$ cat src/rtl/sdram_init_pkg.sv
// Package: shared encodings for the SDRAM initialization sequencer.
// Assumes a 13-bit address bus and a 2-bit bank bus.
package sdram_init_pkg;

    localparam int ADDR_W    = 13;
    localparam int BA_W      = 2;
    localparam int ALLBK_BIT = 10;

    // Command levels on {cs_n, ras_n, cas_n, we_n}
    typedef enum logic [3:0] {
        CMD_LMR = 4'b0000,
        CMD_REF = 4'b0001,
        CMD_PRE = 4'b0010,
        CMD_NOP = 4'b0111
    } sdram_cmd_e;

    // Phases of the initialization script
    typedef enum logic [2:0] {
        PH_PWR  = 3'd0,
        PH_PRE  = 3'd1,
        PH_PGAP = 3'd2,
        PH_REF  = 3'd3,
        PH_RGAP = 3'd4,
        PH_LMR  = 3'd5,
        PH_MGAP = 3'd6,
        PH_DONE = 3'd7
    } init_phase_e;

    // Builds the mode-register word from its fields; reserved bits are zero
    function automatic logic [ADDR_W-1:0] build_mode_word(
        input logic [1:0] bl_code,
        input logic       bt,
        input logic [2:0] cas,
        input logic       wr_single
    );
        logic [ADDR_W-1:0] w;
        w       = '0;
        w[2:0]  = {1'b0, bl_code};
        w[3]    = bt;
        w[6:4]  = cas;
        w[9]    = wr_single;
        return w;
    endfunction

endpackage

$ cat src/rtl/sdram_init_timer.sv
// Module: down-counter that times the idle gaps of the initialization script.
// Starts from RST_VAL on reset; a load overrides counting; zero is flagged.
// Assumes RST_VAL fits in CNT_W bits.
module sdram_init_timer #(
    parameter int CNT_W   = 8,
    parameter int RST_VAL = 1
) (
    input  logic             clk,
    input  logic             rst_n,
    input  logic             load,
    input  logic [CNT_W-1:0] load_val,
    output logic             expired
);

    logic [CNT_W-1:0] cnt_q;

    // Count down to zero, reload on request
    always_ff @(posedge clk) begin
        if (!rst_n) begin
            cnt_q <= CNT_W'(RST_VAL);
        end else if (load) begin
            cnt_q <= load_val;
        end else if (cnt_q != '0) begin
            cnt_q <= cnt_q - 1'b1;
        end
    end

    // Gap is over when the count reaches zero
    always_comb begin
        expired = (cnt_q == '0);
    end

endmodule

$ cat src/rtl/sdram_init_ctrl.sv
// Module: phase controller that walks the fixed initialization script.
// Every command phase lasts one cycle. A following gap phase holds for
// (gap - 1) cycles, and is skipped when the gap parameter is 1.
// Assumes all gap parameters are >= 1 and N_REFRESH >= 1.
module sdram_init_ctrl
    import sdram_init_pkg::*;
#(
    parameter int CNT_W     = 8,
    parameter int T_RP      = 3,
    parameter int T_RFC     = 8,
    parameter int T_MRD     = 2,
    parameter int N_REFRESH = 2
) (
    input  logic             clk,
    input  logic             rst_n,
    input  logic             tmr_expired,
    output logic             tmr_load,
    output logic [CNT_W-1:0] tmr_val,
    output init_phase_e      phase
);

    localparam int RC_W = $clog2(N_REFRESH + 1);
    localparam bit RP_B2B  = (T_RP  < 2);
    localparam bit RFC_B2B = (T_RFC < 2);
    localparam bit MRD_B2B = (T_MRD < 2);
    localparam logic [CNT_W-1:0] GAP_RP  = CNT_W'(RP_B2B  ? 0 : T_RP  - 2);
    localparam logic [CNT_W-1:0] GAP_RFC = CNT_W'(RFC_B2B ? 0 : T_RFC - 2);
    localparam logic [CNT_W-1:0] GAP_MRD = CNT_W'(MRD_B2B ? 0 : T_MRD - 2);
    localparam logic [RC_W-1:0]  REF_ALL  = RC_W'(N_REFRESH);
    localparam logic [RC_W-1:0]  REF_LAST = RC_W'(N_REFRESH - 1);

    init_phase_e      phase_q, phase_d;
    logic [RC_W-1:0]  refs_q, refs_d;

    // Hold phase and refresh tally
    always_ff @(posedge clk) begin
        if (!rst_n) begin
            phase_q <= PH_PWR;
            refs_q  <= '0;
        end else begin
            phase_q <= phase_d;
            refs_q  <= refs_d;
        end
    end

    // Pick the next phase of the script and any gap to load
    always_comb begin
        phase_d  = phase_q;
        refs_d   = refs_q;
        tmr_load = 1'b0;
        tmr_val  = '0;
        case (phase_q)
            PH_PWR: begin
                if (tmr_expired) phase_d = PH_PRE;
            end
            PH_PRE: begin
                tmr_load = 1'b1;
                tmr_val  = GAP_RP;
                phase_d  = RP_B2B ? PH_REF : PH_PGAP;
            end
            PH_PGAP: begin
                if (tmr_expired) phase_d = PH_REF;
            end
            PH_REF: begin
                refs_d   = refs_q + 1'b1;
                tmr_load = 1'b1;
                tmr_val  = GAP_RFC;
                if (!RFC_B2B) begin
                    phase_d = PH_RGAP;
                end else if (refs_q == REF_LAST) begin
                    phase_d = PH_LMR;
                end else begin
                    phase_d = PH_REF;
                end
            end
            PH_RGAP: begin
                if (tmr_expired) phase_d = (refs_q == REF_ALL) ? PH_LMR : PH_REF;
            end
            PH_LMR: begin
                tmr_load = 1'b1;
                tmr_val  = GAP_MRD;
                phase_d  = MRD_B2B ? PH_DONE : PH_MGAP;
            end
            PH_MGAP: begin
                if (tmr_expired) phase_d = PH_DONE;
            end
            default: begin
                phase_d = PH_DONE;
            end
        endcase
    end

    // Expose current phase to the pin decoder
    always_comb begin
        phase = phase_q;
    end

endmodule

$ cat src/rtl/sdram_cmd_encode.sv
// Module: maps the current script phase onto SDRAM command, bank and
// address levels. Idle and gap phases drive NOP with a zero address.
// Assumes the phase input comes straight from a register.
module sdram_cmd_encode
    import sdram_init_pkg::*;
(
    input  init_phase_e        phase,
    input  logic [1:0]         mode_bl_code,
    input  logic               mode_bt,
    input  logic [2:0]         mode_cas,
    input  logic               mode_wr_single,
    output logic [3:0]         cmd,
    output logic [BA_W-1:0]    ba,
    output logic [ADDR_W-1:0]  addr,
    output logic               ready
);

    // Decode pins from the phase
    always_comb begin
        cmd   = CMD_NOP;
        ba    = '0;
        addr  = '0;
        ready = 1'b0;
        case (phase)
            PH_PRE: begin
                cmd             = CMD_PRE;
                addr[ALLBK_BIT] = 1'b1;
            end
            PH_REF: begin
                cmd = CMD_REF;
            end
            PH_LMR: begin
                cmd  = CMD_LMR;
                addr = build_mode_word(mode_bl_code, mode_bt, mode_cas, mode_wr_single);
            end
            PH_DONE: begin
                ready = 1'b1;
            end
            default: begin
                cmd = CMD_NOP;
            end
        endcase
    end

endmodule

$ cat src/rtl/sdram_init_seq.sv
// Module: top of the SDRAM power-up initialization sequencer.
// It waits out the power-up time, then drives a precharge to all banks,
// N_REFRESH refreshes and a load-mode command, and then raises init_done.
// Assumes every T_* parameter is >= 1 and N_REFRESH >= 1.
module sdram_init_seq
    import sdram_init_pkg::*;
#(
    parameter int T_POWERUP = 12500,
    parameter int T_RP      = 3,
    parameter int T_RFC     = 8,
    parameter int T_MRD     = 2,
    parameter int N_REFRESH = 2
) (
    input  logic        clk,
    input  logic        rst_n,
    input  logic [1:0]  mode_bl_code,
    input  logic        mode_bt,
    input  logic [2:0]  mode_cas,
    input  logic        mode_wr_single,
    output logic        cs_n,
    output logic        ras_n,
    output logic        cas_n,
    output logic        we_n,
    output logic [1:0]  ba,
    output logic [12:0] addr,
    output logic        init_done
);

    localparam int T_MAX_A = (T_POWERUP > T_RP)  ? T_POWERUP : T_RP;
    localparam int T_MAX_B = (T_RFC     > T_MRD) ? T_RFC     : T_MRD;
    localparam int T_MAX   = (T_MAX_A   > T_MAX_B) ? T_MAX_A : T_MAX_B;
    localparam int CNT_W   = $clog2(T_MAX + 1);

    logic             tmr_expired;
    logic             tmr_load;
    logic [CNT_W-1:0] tmr_val;
    init_phase_e      phase;
    logic [3:0]       cmd;

    sdram_init_timer #(
        .CNT_W   (CNT_W),
        .RST_VAL (T_POWERUP - 1)
    ) u_timer (
        .clk      (clk),
        .rst_n    (rst_n),
        .load     (tmr_load),
        .load_val (tmr_val),
        .expired  (tmr_expired)
    );

    sdram_init_ctrl #(
        .CNT_W     (CNT_W),
        .T_RP      (T_RP),
        .T_RFC     (T_RFC),
        .T_MRD     (T_MRD),
        .N_REFRESH (N_REFRESH)
    ) u_ctrl (
        .clk         (clk),
        .rst_n       (rst_n),
        .tmr_expired (tmr_expired),
        .tmr_load    (tmr_load),
        .tmr_val     (tmr_val),
        .phase       (phase)
    );

    sdram_cmd_encode u_enc (
        .phase          (phase),
        .mode_bl_code   (mode_bl_code),
        .mode_bt        (mode_bt),
        .mode_cas       (mode_cas),
        .mode_wr_single (mode_wr_single),
        .cmd            (cmd),
        .ba             (ba),
        .addr           (addr),
        .ready          (init_done)
    );

    // Split the command level onto the four strobes
    always_comb begin
        {cs_n, ras_n, cas_n, we_n} = cmd;
    end

endmodule

$ cat config.mk
export PLATFORM = sky130hd
export DESIGN_NAME = sdram_init_seq
export DESIGN_NICKNAME = d
export VERILOG_FILES = /design/src/rtl/sdram_init_pkg.sv /design/src/rtl/sdram_init_timer.sv /design/src/rtl/sdram_init_ctrl.sv /design/src/rtl/sdram_cmd_encode.sv /design/src/rtl/sdram_init_seq.sv
export SDC_FILE = /design/constraint.sdc
export NUM_CORES = 1
export LEC_CHECK = 0
export BUFFER_PORTS_ARGS = -buffer_cell sky130_fd_sc_hd__buf_2
export CORE_AREA = 2 2 49 51
export DETAILED_ROUTE_END_ITERATION = 16
export DIE_AREA = 0 0 51 53
export PLACE_DENSITY = 0.77
export SYNTH_ARGS = -nofsm -noshare
export SYNTH_HDL_FRONTEND = slang
export SYNTH_SLANG_ARGS = --single-unit
$ cat constraint.sdc
create_clock -name clk -period 3.6 [get_ports clk]
set_input_delay 0.72 -clock clk [delete_from_list [all_inputs] [get_ports clk]]
set_output_delay 0.72 -clock clk [all_outputs]
set_load 0.05 [all_outputs]
==> impl_metrics.py, run 1 <==
metrics = {
    "status": {
        "status": "finished clean",
    },
    "placement": {
        "gp_congestion": 0.873,
        "portBuffers": 20,
        "hpwlAfterDp_mm": 1.87,
        "dp_slack_ns": 1.32,
    },
    "global_route": {
        "antenna_found_initial": 0,
        "grt_overflow_total": 0,
        "track_usage_pct": 19.6,
        "grt_pass1_vias": 968,
        "grt_pass1_wl_mm": 4.04,
        "grt_max_degree": 16,
    },
    "yosys": {
        "yosys_register_bits": 19,
        "ys.flop_type": "dfxtp_1",
        "ys_types": 44,
        "synthCells": 139,
        "ys_async_sr_fraction_pct": 0,
        "synth_top_area_cell": "dfxtp_1",
        "yosys_warnings": 0,
        "synth_area_um2": 1150,
        "synth-seq-area-share_pct": 33.1,
        "synth-edff-count": 0,
        "synth.area.top_cells": "dfxtp_1 33%, buf_4 5.9%, and3_1 4.9%",
        "synth_top_area_share_pct": 33.1,
        "synth.avg_cell_area_um2": 8.26,
    },
    "worst_setup_path": {
        "end_kind": "output pin",
        "crit_slowest_cell": "dfxtp_1",
        "critPathMaxStageDelay_ns": 0.48,
        "worstPathArrival_ns": 1.79,
        "required_ns": 2.88,
        "worstRegToRegCells": 6,
        "path_cells": "nor2b_1, inv_1, nor2_1, buf_2",
        "critPathLaunchType": "register",
        "critical_path_class": "register to output pin",
        "cp_max_fo": 9,
    },
    "clocking": {
        "cts_root_buf": "clkbuf_4",
        "post-cts-setup-buffers": 0,
        "cts_sinks": 19,
        "cts_buffers": 3,
        "ctsHtreeMaxLevel": 1,
        "cts-resized-gates": 0,
        "clkTransAtPathRegs_ns": 0.11,
        "cts.path.max_buffers": 2,
        "cts_tree": "done",
        "clock_latency_ns": 0.30,
        "cts_hold_buf": 0,
    },
    "floorplanning": {
        "die_y_um": 53,
        "design.core.area_um2": 2150,
        "io_pins": 29,
        "rows": 17,
        "die_area_um2": 2700,
        "fp.dieW_um": 51,
        "start_util_pct": 53.5,
    },
    "timing": {
        "slew_headroom_pct": 53.7,
        "rsz0062_at_grt": "false",
        "fin_crit_ns": 2.51,
        "final_max_slew_viol_count": 0,
        "fin_setup_tns_ns": 0,
        "timing.final.crit_share_pct": 69.8,
        "setup_viol": 0,
        "fin_skew_ns": 0.00219,
        "fmax_ghz": 0.398,
        "tightest_slew_ns": 0.688,
        "fin_ws_ns": 1.09,
        "finalHoldViolations": 0,
    },
    "power_and_ir_drop": {
        "power.density_nw_per_um2": 296,
        "vdd_drop_max_v": 0.000212,
        "p_leak_uw": 0.000575,
    },
    "job": {
        "max-cap-violations": 0,
    },
    "routing": {
        "wl_per_cell_um": 13.1,
        "drt_iter0_drc": 34,
        "wl_met1_mm": 1.09,
        "wl_met2_mm": 1.22,
        "drc": 0,
        "drtPass1Iterations": 4,
        "vias": 1053,
        "drt-total-wl_mm": 2.43,
        "highest_layer": "met4",
        "wl_met3_um": 84,
        "routed_via_density": 5.66,
        "ant_nets": 0,
    },
    "layout": {
        "drive_above_1_share_pct": 19.6,
        "area_delta_synth_final_pct": 9.70,
        "seqCellArea_um2": 380,
        "finalNetCount": 170,
        "diodes": 0,
        "mostFrequentLayoutCell": "buf_2",
        "multi_input_area_um2": 668,
        "mostFrequentLayoutCells": "20 x buf_2, 19 x dfxtp_1, 14 x nor2_1",
        "n_fill_cell": 201,
    },
    "worst_hold_path": {
        "min_path_cells": 2,
        "hold_class": "register to register",
    },
}
final timing paths:
| kind | start | end | slack (ns) |
|---|---|---|---|
| max | u_ctrl.phase[0] | addr[10] | 1.09 |
| min | u_timer.cnt_q[11] | u_timer.cnt_q[11] | 0.51 |
| max reg2reg | u_timer.cnt_q[0] | u_ctrl.phase[1] | 1.29 |
| min reg2reg | u_timer.cnt_q[11] | u_timer.cnt_q[11] | 0.51 |
per-layer routing:
| layer | global-route usage [%] | vias up |
|---|---|---|
| met2 | 32.3 | 28 |
| li1 | - | 520 |
| met3 | 3.67 | 6 |
| met4 | 10.8 | 0 |
| met1 | 24.1 | 499 |
| met5 | 0 | - |
sequential cells by signal, summed over array words and instances (netlist names):
signal and cells:
u_ctrl.refs_q 2, u_ctrl.phase 3, u_timer.cnt_q 14
cell usage after synthesis, types with 2 or more instances:
| library cell | n |
|---|---|
| and3_1 | 9 |
| mux2i_1 | 2 |
| buf_2 | 2 |
| o21ai_0 | 2 |
| or3_1 | 3 |
| o21ai_1 | 4 |
| or4_1 | 5 |
| dfxtp_1 | 19 |
| nand4_1 | 3 |
| xnor2_1 | 4 |
| nand3_1 | 2 |
| a211o_1 | 2 |
| o211ai_1 | 2 |
| a21oi_1 | 4 |
| nand2_1 | 8 |
| inv_1 | 10 |
| nor3_1 | 6 |
| nor2_1 | 14 |
| clkbuf_1 | 2 |
| buf_4 | 9 |
| a31oi_1 | 2 |
| ha_1 | 2 |
| nor4_1 | 2 |
power breakdown:
group,total (uW),switching (uW),internal [uW]
Sequential,219,4.72,214
Combinational,43.7,31.8,11.8
Clock,110,68.5,41.4
Total,373,105,268
metrics by stage:
step / hold slack [ns] / cell area (um^2) / power (uW) / std cells / utilization [%]
CTS: 0.510 / 1260 / 377 / 186 / 58.6
floorplan: 0.452 / 1170 / 265 / 146 / -
detailed placement: 0.493 / 1230 / 267 / 182 / 57.4
global placement: 0.474 / 1230 / 266 / 182 / 57.4
finish: 0.512 / 1260 / 373 / 186 / 58.6
global route: 0.541 / 1260 / 389 / 186 / 58.6
critical path, delay by kind of cell, from the launching register on:
family,cells,cell delay (ns)
AND/OR/NAND/NOR,2,0.56
flip-flops,1,0.48
buffers and inverters,2,0.46
area by class of cell:
class	count	area share (%)
multi-input cells	103	53.0
well taps	28	2.78
clock buffers	3	1.79
inverters	11	3.28
repair buffers	21	8.54
flip-flops and latches	19	30.2
clock inverters	1	0.397
cell families (layout without fill, tap and decap cells):
logic type / count (synthesis) / in the layout / synth area share, %
xor+xnor: 5 / 5 / 3.81
compound gates: 27 / 27 / 18.2
mux: 2 / 2 / 1.74
flops: 19 / 19 / 33.1
other cells: 1 / 8 / 0.326
buf+inv: 24 / 36 / 11.0
simple gates: 59 / 59 / 29.6
fa+ha+maj: 2 / 2 / 2.18
Power figures use the tool's default switching activity.
==> inputs of run 2 (changes only) <==
--- a/config.mk
+++ b/config.mk
@@ -6,10 +6,10 @@
 export NUM_CORES = 1
 export LEC_CHECK = 0
 export BUFFER_PORTS_ARGS = -buffer_cell sky130_fd_sc_hd__buf_2
-export CORE_AREA = 2 2 49 51
+export CORE_AREA = 2 2 53 55
 export DETAILED_ROUTE_END_ITERATION = 16
-export DIE_AREA = 0 0 51 53
-export PLACE_DENSITY = 0.77
+export DIE_AREA = 0 0 55 57
+export PLACE_DENSITY = 0.69
 export SYNTH_ARGS = -nofsm -noshare
 export SYNTH_HDL_FRONTEND = slang
 export SYNTH_SLANG_ARGS = --single-unit
==> constraint.sdc (replaced) <==
create_clock -name clk -period 2.1 [get_ports clk]
set_input_delay 0.42 -clock clk [delete_from_list [all_inputs] [get_ports clk]]
set_output_delay 0.42 -clock clk [all_outputs]
set_load 0.05 [all_outputs]
==> run 2 against run 1 <==
Worst hold slack got worse by 0.094 ns. Worst setup slack got worse by 0.95 ns. Sequential power increased by 72%. Count of clock-buffer cells in the layout increased by 1. Combinational power increased by 78%. Largest power group unchanged. Via count increased by 1.4%. Total power increased by 72%. Critical path depth increased by 3. Die area increased by 16%. Clock skew increased by 0.0068 ns. Flip-flop and latch count unchanged.
==> impl_metrics.py, run 2 (synthesis gave the netlist of run 1 again) <==
metrics = {
    "power_and_ir_drop": {
        "clkPwrFrac_pct": 29.4,
        "power_frac_seq_pct": 58.4,
        "swShare_pct": 27.8,
        "vdd_drop_max_v": 0.000383,
        "power.density_nw_per_um2": 491,
        "p_comb_share_pct": 12.1,
        "p_sw_uw": 178,
        "p_leak_uw": 0.000599,
        "internal_power_uw": 464,
    },
    "clocking": {
        "ctsHtreeMaxLevel": 1,
        "cts.path.max_buffers": 2,
        "cts_buffers": 3,
        "cts_tree": "done",
        "post-cts-setup-buffers": 0,
        "clkTransAtPathRegs_ns": 0.11,
        "clock_latency_ns": 0.30,
        "cts_hold_buf": 0,
        "cts_root_buf": "clkbuf_4",
        "cts_sinks": 19,
    },
    "layout": {
        "fin_area_um2": 1310,
        "area_delta_synth_final_pct": 13.9,
        "drive_above_1_share_pct": 22.7,
        "n_fill_cell": 274,
        "mostFrequentLayoutCells": "20 x buf_2, 19 x dfxtp_1, 13 x nor2_1",
        "mostFrequentLayoutCell": "buf_2",
        "multi_input_area_um2": 673,
        "largest_reg_flops": 14,
        "finalNetCount": 175,
        "top_register": "u_timer.cnt_q",
        "seqCellArea_um2": 380,
        "diodes": 0,
    },
    "worst_setup_path": {
        "r2r_setup_slack_ns": 0.13,
        "worstPathArrival_ns": 2.14,
        "critPathCapture": "u_timer.cnt_q[0]",
        "rr_endpoint": "u_timer.cnt_q[0]",
        "crit_family": "simple AND/OR/NAND/NOR gates",
        "required_ns": 2.28,
        "r2r-start": "u_timer.cnt_q[0]",
        "path_cells": "inv_1, ha_1, or4b_4, nor4_4, buf_6, xnor2_1, o221ai_2",
        "critPathLaunchType": "register",
        "cp_max_fo": 11,
        "critPathBufInv": 2,
        "worstRegToRegCells": 7,
        "cp-startpoint": "u_timer.cnt_q[0]",
        "cp.depth": 7,
        "crit_slowest_cell": "or4b_4",
        "end_kind": "register",
        "critical_path_class": "register to register",
        "critPathMaxStageDelay_ns": 0.52,
    },
    "placement": {
        "hpwlAfterDp_mm": 1.94,
        "gp_congestion": 0.872,
        "placed_area_um2": 1280,
        "portBuffers": 20,
    },
    "timing": {
        "fin_crit_ns": 1.97,
        "timing.final.crit_share_pct": 93.6,
        "tightest_slew_ns": 0.656,
        "setup_viol": 0,
        "rsz0062_at_grt": "false",
        "fin_skew_ns": 0.00896,
        "finalHoldViolations": 0,
        "fin_setup_tns_ns": 0,
        "final_max_slew_viol_count": 0,
        "slew_headroom_pct": 55.8,
        "fmax_ghz": 0.509,
    },
    "routing": {
        "ant_nets": 0,
        "drt_iter0_drc": 21,
        "drt-total-wl_mm": 2.55,
        "drc": 0,
        "wl_per_cell_um": 13.1,
        "drtPass1Iterations": 4,
        "routed_via_density": 5.51,
        "vias": 1068,
    },
    "worst_hold_path": {
        "min_path_cells": 2,
        "hold_class": "primary input to register",
        "holdCritStartpoint": "rst_n",
    },
    "global_route": {
        "grt_max_degree": 15,
        "grt_pass1_vias": 969,
        "track_usage_pct": 18.5,
        "grt_pass1_wl_mm": 4.28,
        "grt_overflow_total": 0,
        "antenna_found_initial": 0,
    },
    "floorplanning": {
        "rows": 19,
        "start_util_pct": 43.9,
        "fp.dieW_um": 55,
        "die_y_um": 57,
        "io_pins": 29,
        "die_area_um2": 3140,
        "design.core.area_um2": 2620,
    },
    "status": {
        "status": "finished clean",
    },
    "job": {
        "max-cap-violations": 0,
    },
}
-- run 2: what timing repair did --
action,4_1_cts,5_1_grt
setup endpoints to repair,0,5
resized for setup,0,2
hold endpoints to repair,0,0
-- run 2: metrics by stage --
stage	setup WS [ns]	hold slack [ns]	total power, uW	utilization (%)	std cells
global route	0.0274	0.412	672	50.0	194
finish	0.134	0.418	643	50.0	194
floorplan	0.0855	0.452	454	-	146
CTS	0.0272	0.411	651	49.8	194
detailed placement	0.126	0.488	461	48.8	190
global placement	0.190	0.473	459	48.8	190
-- run 2: worst min-delay path by stage --
stage	end	slack, ns
after detailed placement	u_timer.cnt_q[11]	0.49
after global routing	u_timer.cnt_q[1]	0.41
after global placement	u_timer.cnt_q[11]	0.47
after CTS	u_timer.cnt_q[1]	0.41
after floorplan	u_timer.cnt_q[11]	0.45
final	u_timer.cnt_q[13]	0.42
-- run 2: worst register-to-register path, cell delays in order, from the launching register on --
cell and delay, ns:
dfxtp_1 0.34, inv_1 0.10, ha_1 0.17, or4b_4 0.52, nor4_4 0.29, buf_6 0.18, xnor2_1 0.14, o221ai_2 0.11
-- run 2: area by class of cell --
cell class	instances	area share, %
Multi-Input combinational cell	103	51.4
Sequential cell	19	29.1
Timing Repair Buffer	26	11.4
Inverter	11	3.15
Tap cell	31	2.96
Clock buffer	4	2.01
-- run 2: metal layers --
layer | vias up | track usage, % | part of all wire, % | routed length [um]
met2 | 25 | 28.7 | 50 | 1280
li1 | 533 | - | - | -
met1 | 506 | 24.8 | 43 | 1110
met5 | - | 0 | 0 | 0
met3 | 4 | 3.66 | 4.6 | 118
met4 | 0 | 7.67 | 1.5 | 37
-- run 2: power by group through the flow --
stage / Sequential [uW] / Combinational (uW) / Clock (uW)
global placement: 383 / 76.2 / 0
CTS: 375 / 77.9 / 197
finish: 376 / 77.9 / 189
floorplan: 381 / 72.3 / 0
detailed placement: 384 / 77.8 / 0
global route: 377 / 84.8 / 211
==> inputs of run 3 (changes only) <==
==> constraint.sdc (replaced) <==
create_clock -name clk -period 2.1 [get_ports clk]
set_input_delay 0.21 -clock clk [delete_from_list [all_inputs] [get_ports clk]]
set_output_delay 0.21 -clock clk [all_outputs]
set_load 0.05 [all_outputs]
==> run 3 against run 2 <==
Combinational power is essentially flat. Count of clock-buffer cells in the layout down 1. Utilization decreased by 0.77 points. Worst hold slack lost 0.21 ns. First-iteration DRC count is 24% lower. Flip-flop and latch count is the same. Die area is the same. Largest cell class unchanged.
==> impl_metrics.py, run 3 (synthesis gave the netlist of run 1 again) <==
metrics = {
    "clocking": {
        "ctsHtreeMaxLevel": 1,
        "cts_tree": "done",
        "post-cts-setup-buffers": 0,
        "cts.path.max_buffers": 2,
        "cts_root_buf": "clkbuf_4",
        "clkTransAtPathRegs_ns": 0.11,
        "cts_buffers": 3,
        "cts_hold_buf": 0,
        "cts-resized-gates": 0,
        "cts_sinks": 19,
        "clock_latency_ns": 0.29,
    },
    "layout": {
        "mostFrequentLayoutCell": "buf_2",
        "n_fill_cell": 266,
        "diodes": 0,
        "final_cell_count_no_fill": 192,
        "seqCellArea_um2": 380,
        "area_delta_synth_final_pct": 12.2,
        "drive_above_1_share_pct": 21.7,
        "multi_input_area_um2": 671,
        "finalNetCount": 173,
        "largest_reg_flops": 14,
        "mostFrequentLayoutCells": "20 x buf_2, 19 x dfxtp_1, 14 x nor2_1",
        "top_register": "u_timer.cnt_q",
    },
    "timing": {
        "timing.final.crit_share_pct": 93.9,
        "fin_skew_ns": 0.00323,
        "slew_headroom_pct": 60.7,
        "fin_crit_ns": 1.97,
        "tightest_slew_ns": 0.584,
        "rsz0062_at_grt": "false",
        "fmax_ghz": 0.507,
        "finalHoldViolations": 0,
        "fin_setup_tns_ns": 0,
        "final_max_slew_viol_count": 0,
        "setup_viol": 0,
    },
    "global_route": {
        "grt_pass1_vias": 896,
        "track_usage_pct": 17.6,
        "grt_overflow_total": 0,
        "antenna_found_initial": 0,
        "grt_pass1_wl_mm": 4.10,
        "grt_max_degree": 16,
    },
    "worst_setup_path": {
        "critical_path_class": "register to register",
        "cp_max_fo": 11,
        "critPathLaunchType": "register",
        "end_kind": "register",
        "required_ns": 2.28,
        "worstPathArrival_ns": 2.15,
    },
    "job": {
        "max-cap-violations": 0,
    },
    "routing": {
        "drt-total-wl_mm": 2.43,
        "drt_iter0_drc": 16,
        "drtPass1Iterations": 4,
        "wl_per_cell_um": 12.6,
        "vias": 1015,
        "drc": 0,
        "ant_nets": 0,
        "routed_via_density": 5.29,
    },
    "floorplanning": {
        "io_pins": 29,
        "fp.dieW_um": 55,
        "start_util_pct": 43.9,
        "design.core.area_um2": 2620,
        "die_y_um": 57,
        "rows": 19,
        "die_area_um2": 3140,
    },
    "power_and_ir_drop": {
        "p_leak_uw": 0.000591,
        "power.density_nw_per_um2": 495,
        "vdd_drop_max_v": 0.000390,
    },
    "placement": {
        "hpwlAfterDp_mm": 1.87,
        "gp_congestion": 0.834,
        "portBuffers": 20,
        "dp.cells": 188,
    },
    "status": {
        "status": "finished clean",
    },
    "worst_hold_path": {
        "hold_class": "primary input to register",
    },
}
run 3: cell count changes in the layout (fill, tap and decap cells not counted), sizes merged:
cell / change
clkinv: +1
clkbuf: -1
buf: -2
run 3: where the power goes:
part	total [uW]	switching (uW)	internal [uW]
registers	376	7.95	368
clock network	185	114	70.9
logic	77.9	55.2	22.8
total	638	177	461
run 3: layer usage:
| metal | wire (um) | share of wire [%] | global-route usage [%] | vias to the layer above |
|---|---|---|---|---|
| li1 | - | - | - | 527 |
| met1 | 1140 | 47 | 25.7 | 475 |
| met2 | 1220 | 50 | 26.0 | 11 |
| met3 | 56 | 2.3 | 3.14 | 2 |
| met4 | 10 | 0.41 | 5.92 | 0 |
| met5 | 0 | 0 | 0 | - |
run 3: metrics by stage:
step | area [um^2] | power, uW | worst slack (ns) | util, % | hold slack (ns)
after floorplan | 1170 | 454 | 0.0691 | - | 0.366
final | 1290 | 638 | 0.128 | 49.3 | 0.212
after detailed placement | 1260 | 462 | 0.147 | 48.1 | 0.492
after global placement | 1260 | 460 | 0.191 | 48.1 | 0.470
after global routing | 1290 | 670 | 0.0219 | 49.3 | 0.207
after CTS | 1290 | 648 | 0.123 | 49.2 | 0.194
run 3: final timing paths:
kind,start,end,slack [ns],cells past startpoint
max reg2reg,u_timer.cnt_q[0],u_timer.cnt_q[0],0.13,7
min,rst_n,u_timer.cnt_q[0],0.21,2
min reg2reg,u_timer.cnt_q[11],u_timer.cnt_q[11],0.50,2
max,u_timer.cnt_q[0],u_timer.cnt_q[0],0.13,7
run 3: cell type report:
| cell class | instances | area share, % |
|---|---|---|
| flip-flops and latches | 19 | 29.5 |
| clock inverters | 1 | 0.388 |
| multi-input cells | 103 | 52.0 |
| well taps | 31 | 3.01 |
| clock buffers | 3 | 1.75 |
| inverters | 11 | 3.20 |
| repair buffers | 24 | 10.1 |
run 3: worst max-delay path, stage by stage, from the launching register on:
cell,delay (ns)
dfxtp_1,0.34
inv_1,0.10
ha_1,0.18
or4b_4,0.52
nor4_4,0.26
buf_4,0.21
xnor2_1,0.14
o221ai_2,0.10
